**src/rtl/mmc_stat_pkg.sv**
```systemverilog
package mmc_stat_pkg;

  // Register offsets (byte addresses)
  localparam logic [11:0] OFS_STATUS = 12'h034;
  localparam logic [11:0] OFS_CLEAR  = 12'h038;
  localparam logic [11:0] OFS_MASK0  = 12'h03C;
  localparam logic [11:0] OFS_MASK1  = 12'h040;

  // Only these status bits can be cleared by software
  localparam logic [31:0] CLEARABLE = 32'h0000_07FF;

  // Identification byte for a given window index
  function automatic logic [7:0] id_byte(input logic [2:0] idx);
    case (idx)
      3'd0:    id_byte = 8'h81;
      3'd1:    id_byte = 8'h11;
      3'd2:    id_byte = 8'h04;
      3'd3:    id_byte = 8'h00;
      3'd4:    id_byte = 8'h0D;
      3'd5:    id_byte = 8'hF0;
      3'd6:    id_byte = 8'h05;
      default: id_byte = 8'hB1;
    endcase
  endfunction

endpackage

```
**src/rtl/msi_sticky_bank.sv**
```systemverilog
module msi_sticky_bank #(
  parameter int             EVT_W    = 11,
  parameter logic [EVT_W-1:0] EVT_IMPL = 11'h5FF
) (
  input  logic             clk,
  input  logic             rst_n,
  input  logic [EVT_W-1:0] evt_set,
  input  logic             clr_stb,
  input  logic [EVT_W-1:0] clr_val,
  output logic [EVT_W-1:0] sticky
);
  logic [EVT_W-1:0] clr_eff;
  logic [EVT_W-1:0] sticky_d;

  always_comb begin
    clr_eff  = clr_stb ? clr_val : '0;
    // set wins over clear in the same cycle
    sticky_d = (sticky & ~clr_eff) | (evt_set & EVT_IMPL);
  end

  always_ff @(posedge clk or negedge rst_n) begin
    if (!rst_n) sticky <= '0;
    else        sticky <= sticky_d;
  end
endmodule

```
**src/rtl/msi_irq_unit.sv**
```systemverilog
module msi_irq_unit #(
  parameter int DATA_W  = 32,
  parameter int NUM_IRQ = 2
) (
  input  logic                      clk,
  input  logic                      rst_n,
  input  logic [DATA_W-1:0]         status,
  input  logic [NUM_IRQ-1:0]        mask_we,
  input  logic [DATA_W-1:0]         wdata,
  output logic [NUM_IRQ*DATA_W-1:0] masks,
  output logic [NUM_IRQ-1:0]        irq
);
  for (genvar g = 0; g < NUM_IRQ; g++) begin : g_line
    logic [DATA_W-1:0] mask_q;

    always_ff @(posedge clk or negedge rst_n) begin
      if (!rst_n) begin
        mask_q <= '0;
        irq[g] <= 1'b0;
      end else begin
        if (mask_we[g]) mask_q <= wdata;
        irq[g] <= |(status & mask_q);
      end
    end

    assign masks[g*DATA_W +: DATA_W] = mask_q;
  end
endmodule

```
**src/rtl/msi_id_rom.sv**
```systemverilog
module msi_id_rom #(
  parameter int DATA_W = 32
) (
  input  logic [2:0]        idx,
  output logic [DATA_W-1:0] value
);
  import mmc_stat_pkg::*;
  always_comb value = DATA_W'(id_byte(idx));
endmodule

```
**src/rtl/mmc_status_irq.sv**
```systemverilog
module mmc_status_irq #(
  parameter int ADDR_W  = 12,
  parameter int DATA_W  = 32,
  parameter int EVT_W   = 11,
  parameter int FIFO_W  = 10,
  parameter int NUM_IRQ = 2
) (
  input  logic               clk,
  input  logic               rst_n,
  input  logic [ADDR_W-1:0]  reg_addr,
  input  logic               reg_we,
  input  logic [DATA_W-1:0]  reg_wdata,
  output logic [DATA_W-1:0]  reg_rdata,
  input  logic [EVT_W-1:0]   evt_set,
  input  logic               cmd_active,
  input  logic [FIFO_W-1:0]  fifo_flags,
  output logic [NUM_IRQ-1:0] irq
);
  import mmc_stat_pkg::*;

  localparam int STAT_W = EVT_W + 1 + FIFO_W;
  localparam int PAD_W  = DATA_W - STAT_W;
  localparam int WIN_W  = ADDR_W - 5;

  logic [EVT_W-1:0]          sticky_q;
  logic [DATA_W-1:0]         status_word;
  logic [NUM_IRQ*DATA_W-1:0] masks;
  logic [NUM_IRQ-1:0]        mask_we;
  logic [DATA_W-1:0]         id_val;
  logic                      clr_stb;
  logic                      in_id_win;

  assign clr_stb     = reg_we && (reg_addr == OFS_CLEAR[ADDR_W-1:0]);
  assign mask_we[0]  = reg_we && (reg_addr == OFS_MASK0[ADDR_W-1:0]);
  assign mask_we[1]  = reg_we && (reg_addr == OFS_MASK1[ADDR_W-1:0]);
  assign status_word = {{PAD_W{1'b0}}, fifo_flags, cmd_active, sticky_q};
  assign in_id_win   = &reg_addr[ADDR_W-1:5];

  msi_sticky_bank #(.EVT_W(EVT_W)) u_sticky (
    .clk     (clk),
    .rst_n   (rst_n),
    .evt_set (evt_set),
    .clr_stb (clr_stb),
    .clr_val (reg_wdata[EVT_W-1:0] & CLEARABLE[EVT_W-1:0]),
    .sticky  (sticky_q)
  );

  msi_irq_unit #(.DATA_W(DATA_W), .NUM_IRQ(NUM_IRQ)) u_irq (
    .clk     (clk),
    .rst_n   (rst_n),
    .status  (status_word),
    .mask_we (mask_we),
    .wdata   (reg_wdata),
    .masks   (masks),
    .irq     (irq)
  );

  msi_id_rom #(.DATA_W(DATA_W)) u_id (
    .idx   (reg_addr[4:2]),
    .value (id_val)
  );

  always_comb begin
    reg_rdata = '0;
    if (in_id_win) begin
      reg_rdata = id_val;
    end else begin
      case (reg_addr)
        OFS_STATUS[ADDR_W-1:0]: reg_rdata = status_word;
        OFS_MASK0[ADDR_W-1:0]:  reg_rdata = masks[0 +: DATA_W];
        OFS_MASK1[ADDR_W-1:0]:  reg_rdata = masks[DATA_W +: DATA_W];
        default:                reg_rdata = '0;
      endcase
    end
  end
endmodule

```
**config.mk**
```make
export PLATFORM = sky130hd
export DESIGN_NAME = mmc_status_irq
export DESIGN_NICKNAME = d
export VERILOG_FILES = /design/src/rtl/mmc_stat_pkg.sv /design/src/rtl/msi_sticky_bank.sv /design/src/rtl/msi_irq_unit.sv /design/src/rtl/msi_id_rom.sv /design/src/rtl/mmc_status_irq.sv
export SDC_FILE = /design/constraint.sdc
export NUM_CORES = 1
export LEC_CHECK = 0
export ABC_CLOCK_PERIOD_IN_PS = 1820
export BUFFER_PORTS_ARGS = -buffer_cell sky130_fd_sc_hd__buf_2
export CAP_MARGIN = 20
export CORE_MARGIN = 2
export CORE_UTILIZATION = 28
export CTS_CLUSTER_SIZE = 8
export DETAILED_ROUTE_END_ITERATION = 8
export GPL_ROUTABILITY_DRIVEN = 0
export PLACE_DENSITY = 0.54
export SLEW_MARGIN = 20
export SYNTH_ARGS = -nofsm -noshare
export SYNTH_HDL_FRONTEND = slang
export SYNTH_HIERARCHICAL = 1
export SYNTH_SLANG_ARGS = --single-unit
```
**constraint.sdc**
```tcl
create_clock -name clk -period 1.82 [get_ports clk]
set_input_delay 0.273 -clock clk [delete_from_list [all_inputs] [get_ports clk]]
set_output_delay 0.273 -clock clk [all_outputs]
set_load 0.005 [all_outputs]
```
==> results of run 1 <==
-- worst max-delay path, cell delays in order --
cell and delay, ps:
buf_6 100, nor4_4 290, buf_4 210, nand4_4 100, buf_12 180, buf_12 140
o221ai_2 130, buf_2 140
-- path summary, 6_finish.rpt --
path,cells past startpoint,from,slack (ps),to
worst max register to register,3,u_irq/g_line[1].mask_q[12],230,u_irq/irq[1]
worst max-delay path,8,reg_addr[8],-20,reg_rdata[14]
min in group asynchronous,2,rst_n,400,u_irq/g_line[0].mask_q[23]
worst min-delay path,2,evt_set[1],100,u_sticky/sticky[1]
worst min register to register,1,u_irq/g_line[0].mask_q[8],520,u_irq/g_line[0].mask_q[8]
max in group asynchronous,3,rst_n,870,u_irq/g_line[1].mask_q[5]
-- logic make-up (layout without fill, tap and decap cells) --
| logic type | after synthesis | count (layout) |
|---|---|---|
| buffers and inverters | 70 | 173 |
| AOI/OAI and AO/OA | 76 | 76 |
| other | 2 | 45 |
| DFF | 77 | 77 |
| muxes | 87 | 87 |
| and+or+nand+nor | 86 | 86 |
-- flip-flops by register name, summed over array words and instances, names as in the netlist --
name                 flops
u_sticky/sticky         11
u_irq/irq                2
u_irq/g_line.mask_q     64
-- stage by stage --
step / std cells / power [uW] / setup WS, ps
floorplan: 441 / 1900 / -97.0
global placement: 743 / 2070 / -141
detailed placement: 743 / 2080 / -178
CTS: 759 / 3720 / -30.6
global route: 760 / 3840 / -122
finish: 760 / 3680 / -23.4
-- final cells by class --
class / instances / area (um2) / area share
Clock buffer: 11 / 233 / 0.0385
Clock inverter: 4 / 26.3 / 0.00435
Inverter: 21 / 78.8 / 0.0131
Multi-Input combinational cell: 294 / 2590 / 0.429
Sequential cell: 77 / 1930 / 0.319
Tap cell: 216 / 270 / 0.0448
Timing Repair Buffer: 137 / 913 / 0.151
-- cell usage in the layout (no fill, tap or decap), types with 2 or more instances in the layout --
master,netlist,routed
clkbuf_16,0,9
buf_12,0,9
buf_2,16,98
o221ai_2,11,18
nand3_1,27,27
nor4b_4,1,2
and3_1,9,9
inv_1,21,21
mux2_2,61,32
o221ai_1,9,2
dfrtp_1,77,77
mux2i_1,22,22
mux2_1,4,3
clkbuf_1,2,2
mux2_4,0,30
nor4_4,2,2
buf_4,26,25
a21boi_0,2,2
buf_6,4,4
clkinv_2,0,2
a221o_1,7,7
nand2_1,15,14
conb_1,2,45
and3b_1,2,2
or4_1,2,2
nand4_1,14,14
nor2_1,4,3
o311ai_4,0,3
nor3_1,2,2
a22oi_1,32,32
a21o_1,10,10
and4_1,2,2
-- per-layer routing --
layer	vias up	GRT usage	wire length (um)
met3	26	0.0417	812
met5	-	0	0
met1	1839	0.232	6610
li1	1738	-	-
met2	133	0.272	6740
met4	0	0.0471	286
-- power groups by stage --
stage / Combinational (uW) / Sequential [uW] / Clock (uW)
after floorplan: 145 / 1760 / 0
final: 333 / 1730 / 1620
after global placement: 312 / 1760 / 0
after global routing: 367 / 1730 / 1750
after CTS: 330 / 1730 / 1660
after detailed placement: 317 / 1760 / 0
-- timing repair --
item	CTS	global route
resized for setup	16	5
hold buffers	1	0
pin swaps	1	3
setup endpoints to repair	17	31
cloned	0	0
hold endpoints to repair	27	0
buffers inserted	0	1
==> results.md, run 1 <==
* Status: complete, but fails checks
* Failing checks: negative setup slack
* Gr usage total at 0.171
* DRC at 0
* Mapped cell area at 4530 um2
* Multiplexer share of the synthesized area at 0.210
* Row count at 46
* Main combinational cell family by area after synthesis: multiplexers
* Layout cell share with drive strength beyond 1 at 0.445
* Initial antenna violation count at 0
* H-tree levels at 3
* Top Ports at 103
* Drt pass-1 iters at 4
* Core area at 15800 um2
* Clk pin slew, worst setup/hold paths at 60 ps
* Fraction of the mapped netlist area in adder cells at 0
* Async set-reset flop share out of synthesis at 1.00
* Post-synth top area cell: dfrtp_1
* CP Capture Type: primary output
* Tmin final at 1840 ps
* Routed vias at 3736
* Max-cap viol count at 0
* Switching share of total power at 0.247
* Net Sw Power at 910 uW
* Initial Util at 0.286
* Leak pwr at 0.00292 uW
* Layout fillers at 1569
* Share of the synthesized area in the top cell type at 0.426
* Clk buf depth at 2
* Detailed Route WL at 14500 um
* Count leader, synth: dfrtp_1
* WHS at 105 ps
* Post-DRT Antenna Nets at 0
* Synth Instances at 398
* Fin worst setup slack at -23.4 ps
* Tcrit/Tclk final at 1.01
* CTS sink count at 77
* Pins Over Slew Limit at 0
* Worst Path Required at 1550 ps
* Synth top area cells: dfrtp_1, mux2_2, a22oi_1, mux2i_1, buf_4
* Chip width at 131 um
* RSZ-0062 raised after global routing: yes
* Internal power at 2770 uW
* First-pass GRT wire length at 22700 um
* Flop pwr share at 0.470
* Clock power frac at 0.440
* Post-synth EDFFs at 0
* XOR/XNOR Fraction of Synth Area at 0
* N_diodes at 0
* Comb power frac at 0.090
* Synth Area in Compound Gates at 0.151
* Top FF cell, synth: dfrtp_1
* Synth Area in Simple Gates at 0.121
* Final setup skew at 6.74 ps
* Post-route core utilization at 0.382
* Root Driver: clkbuf_16
* Placed Area at 5620 um2
* Largest net degree at the start of global routing at 33
* CTS tree: built
* Final Hold Viols at 0
* Initial DRC count at 209
* WL per Instance at 19.0 um
* Post-route cell area at 6040 um2
* Critical path type: in2out
* Peak supply drop at 379 uV
* Maximum fanout along the worst path at 16
* Area growth from synthesis to layout at 33.4%
* Sum of negative setup slack at -65.8 ps
* Die area at 17200 um2
* Critical Path AT at 1570 ps
* Post-synth top cells: dfrtp_1, mux2_2, a22oi_1
* Seq/Total Area, Yosys at 0.426
* Vias/cell at 4.92
* Final nets at 609
* Avg Inst Size Synth at 11.4 um2
* Final setup fails at 3
* Die H at 131 um
* Hpwl dp at 10700 um
* I/O Buffers at 101
* Num CTS Buffers at 9
* Hold crit path type: in2reg
* Startpoint Class: input pin
* Vias in the first global route at 3946
* Flops & latches, synth at 77
* PwrDens at 610 nW/um2
* Fmax at 542 MHz
* Clock latency on the worst-skew pair at 350 ps
* GR Overflow Total at 0
* Post-synth cell types at 35
* Yosys synthesis warning count at 6
No activity file was read; power rests on OpenSTA's default activity.
==> run 2, diff against run 1 <==
- ABC_CLOCK_PERIOD_IN_PS: 1820 -> 1600
- PLACE_DENSITY: 0.54 -> 0.56
- clock period: 1.82 -> 1.6 ns (I/O delays scaled with it)
==> run 2 against run 1 <==
Effect of this change:
- the flow still finishes with violations (negative setup slack)
- non-clock buffer count is 11 higher
- wire length is 2.4% higher
- clock-buffer cell count is 1 higher
- first-iteration DRC count is 10% lower
- clock power is 47% higher
- worst hold slack worse by 36 ps
- cell area is 7.9% higher
- global-route usage is 0.71 points higher
- sequential power is 14% higher
- critical path type unchanged
==> results.md, run 2 (synthesized netlist as in run 1, its figures left out) <==
* Peak supply drop at 461 uV (was 379 uV)
* Largest net degree at the start of global routing at 78 (was 33)
* Detailed Route WL at 14800 um (was 14500 um)
* Routed vias at 3684 (was 3736)
* WL per Instance at 19.2 um (was 19.0 um)
* DRC at 0 (unchanged)
* Critical R2R Launch: u_sticky/sticky[9] (was u_irq/g_line[1].mask_q[12])
* Gr usage total at 0.178 (was 0.171)
* Worst-margin pin slew at 509 ps
* Core area at 15800 um2 (unchanged)
* Worst slack, placed at -311 ps (was -178 ps)
* Status: complete, but fails checks (unchanged)
* Tcrit/Tclk final at 1.10
* CP Capture Type: primary output (unchanged)
* Final Hold Viols at 0 (unchanged)
* R2R cell count at 3 (unchanged)
* Fmax at 569 MHz
* First-pass GRT wire length at 23500 um (was 22700 um)
* Initial Util at 0.286 (unchanged)
* I/O Buffers at 101 (unchanged)
* Most common cell after layout, fill and taps aside: buf_2 (unchanged)
* GR Overflow Total at 0 (unchanged)
* Critical path type: in2out (unchanged)
* Reg2reg end: u_irq/irq[0] (was u_irq/irq[1])
* Worst Path Required at 1360 ps (was 1550 ps)
* Crit. Startpoint: reg_addr[4] (was reg_addr[8])
* Critical Path AT at 1520 ps (was 1570 ps)
* Layout cell share with drive strength beyond 1 at 0.475 (was 0.445)
* RSZ-0062 raised after global routing: yes (unchanged)
* Most flops, register: u_irq/g_line.mask_q (unchanged)
* Max-cap viol count at 0 (unchanged)
* Die H at 131 um (unchanged)
* N_diodes at 0 (unchanged)
* Slew HR at 0.660
* Area growth from synthesis to layout at 43.9% (was 33.4%)
* Chip width at 131 um (unchanged)
* Initial DRC count at 188 (was 209)
* Startpoint Class: input pin (unchanged)
* Die area at 17200 um2 (unchanged)
* CTS sink count at 77 (unchanged)
* Maximum fanout along the worst path at 6 (was 16)
* Hpwl dp at 11000 um (was 10700 um)
* Top Ports at 103 (unchanged)
* Number of flip-flops in the largest register at 64 (unchanged)
* Tmin final at 1760 ps
* Clk pin slew, worst setup/hold paths at 60 ps (about the same)
* Pins Over Slew Limit at 0 (unchanged)
* H-tree levels at 3 (unchanged)
* Clock latency on the worst-skew pair at 350 ps (about the same)
* Crit path to: reg_rdata[7] (was reg_rdata[14])
* Vias in the first global route at 4031 (was 3946)
* Row count at 46 (unchanged)
* Leak pwr at 0.00307 uW (was 0.00292 uW)
* Failing checks: negative setup slack (unchanged)
* Hold crit path type: in2reg (unchanged)
* Clk buf depth at 2 (unchanged)
* Post-DRT Antenna Nets at 0 (unchanged)
* Drt pass-1 iters at 4 (unchanged)
* PwrDens at 729 nW/um2 (was 610 nW/um2)
* Initial antenna violation count at 0 (unchanged)
* Reg-to-reg slack, setup at 60 ps (was 230 ps)
* Final nets at 620 (was 609)
* Final setup fails at 31 (was 3)
* Fin worst setup slack at -156 ps (was -23.4 ps)
* Most frequent cells in the layout: buf_2, dfrtp_1, mux2_4, conb_1, buf_4 (was buf_2, dfrtp_1, conb_1, mux2_2, a22oi_1)
* Largest registers: u_irq/g_line.mask_q x64, u_sticky/sticky x11, u_irq/irq x2 (unchanged)
* Vias/cell at 4.77 (was 4.92)
* Root Driver: clkbuf_16 (unchanged)
* Num CTS Buffers at 9 (unchanged)
* Sum of negative setup slack at -3040 ps (was -65.8 ps)
* Final setup skew at 5.88 ps (was 6.74 ps)
* CTS tree: built (unchanged)
* Post-route core utilization at 0.412 (was 0.382)
run 2: how the worst min path moves through the flow:
| stage | start | to | depth (start not counted) |
|---|---|---|---|
| floorplan | rst_n | u_irq/g_line[0].mask_q[0] | 0 |
| global placement | rst_n | u_irq/g_line[0].mask_q[14] | 2 |
| detailed placement | rst_n | u_irq/g_line[0].mask_q[17] | 2 |
| CTS | evt_set[2] | u_sticky/sticky[2] | 2 |
| global route | evt_set[2] | u_sticky/sticky[2] | 2 |
| finish | evt_set[2] | u_sticky/sticky[2] | 2 |
run 2: worst max-delay path: stages:
cell and delay (ps):
buf_2 160, buf_4 160, nand3b_1 350, o311ai_4 430, buf_2 170
run 2: report_power, final:
| group | total [uW] | switching (uW) | internal (uW) |
|---|---|---|---|
| combinational | 399 | 230 | 169 |
| clock | 2380 | 815 | 1570 |
| sequential | 1970 | 9.54 | 1960 |
| total | 4750 | 1050 | 3690 |
run 2: metrics by stage:
step,hold WS [ps],cells,instance area [um2],power (uW)
after floorplan,-55.6,441,5010,2170
after global placement,299,754,5830,2370
after detailed placement,307,754,5830,2370
after CTS,59.0,773,6470,4780
after global routing,64.4,772,6510,4930
final,68.6,772,6510,4750
run 2: area by class of cell:
class | count | area, um2
tap | 216 | 270
inverter | 21 | 78.8
sequential | 77 | 1930
clock inverter | 4 | 95.1
clock buffer | 12 | 246
timing repair buffer | 148 | 1050
fill | 1521 | 9310
multi-input combinational | 294 | 2850
run 2: what timing repair did:
action	CTS	global route
cloned	1	0
hold endpoints to repair	77	0
pin swaps	18	14
setup endpoints to repair	32	33
hold buffers	1	0
resized for setup	41	15
buffers inserted	1	1
run 2: routing by layer:
layer / vias up / GRT usage / routed length [um]
met5: - / 0 / 0
met4: 0 / 0.0471 / 218
met3: 15 / 0.0498 / 681
met2: 95 / 0.284 / 7040
met1: 1824 / 0.238 / 6860
li1: 1750 / - / -
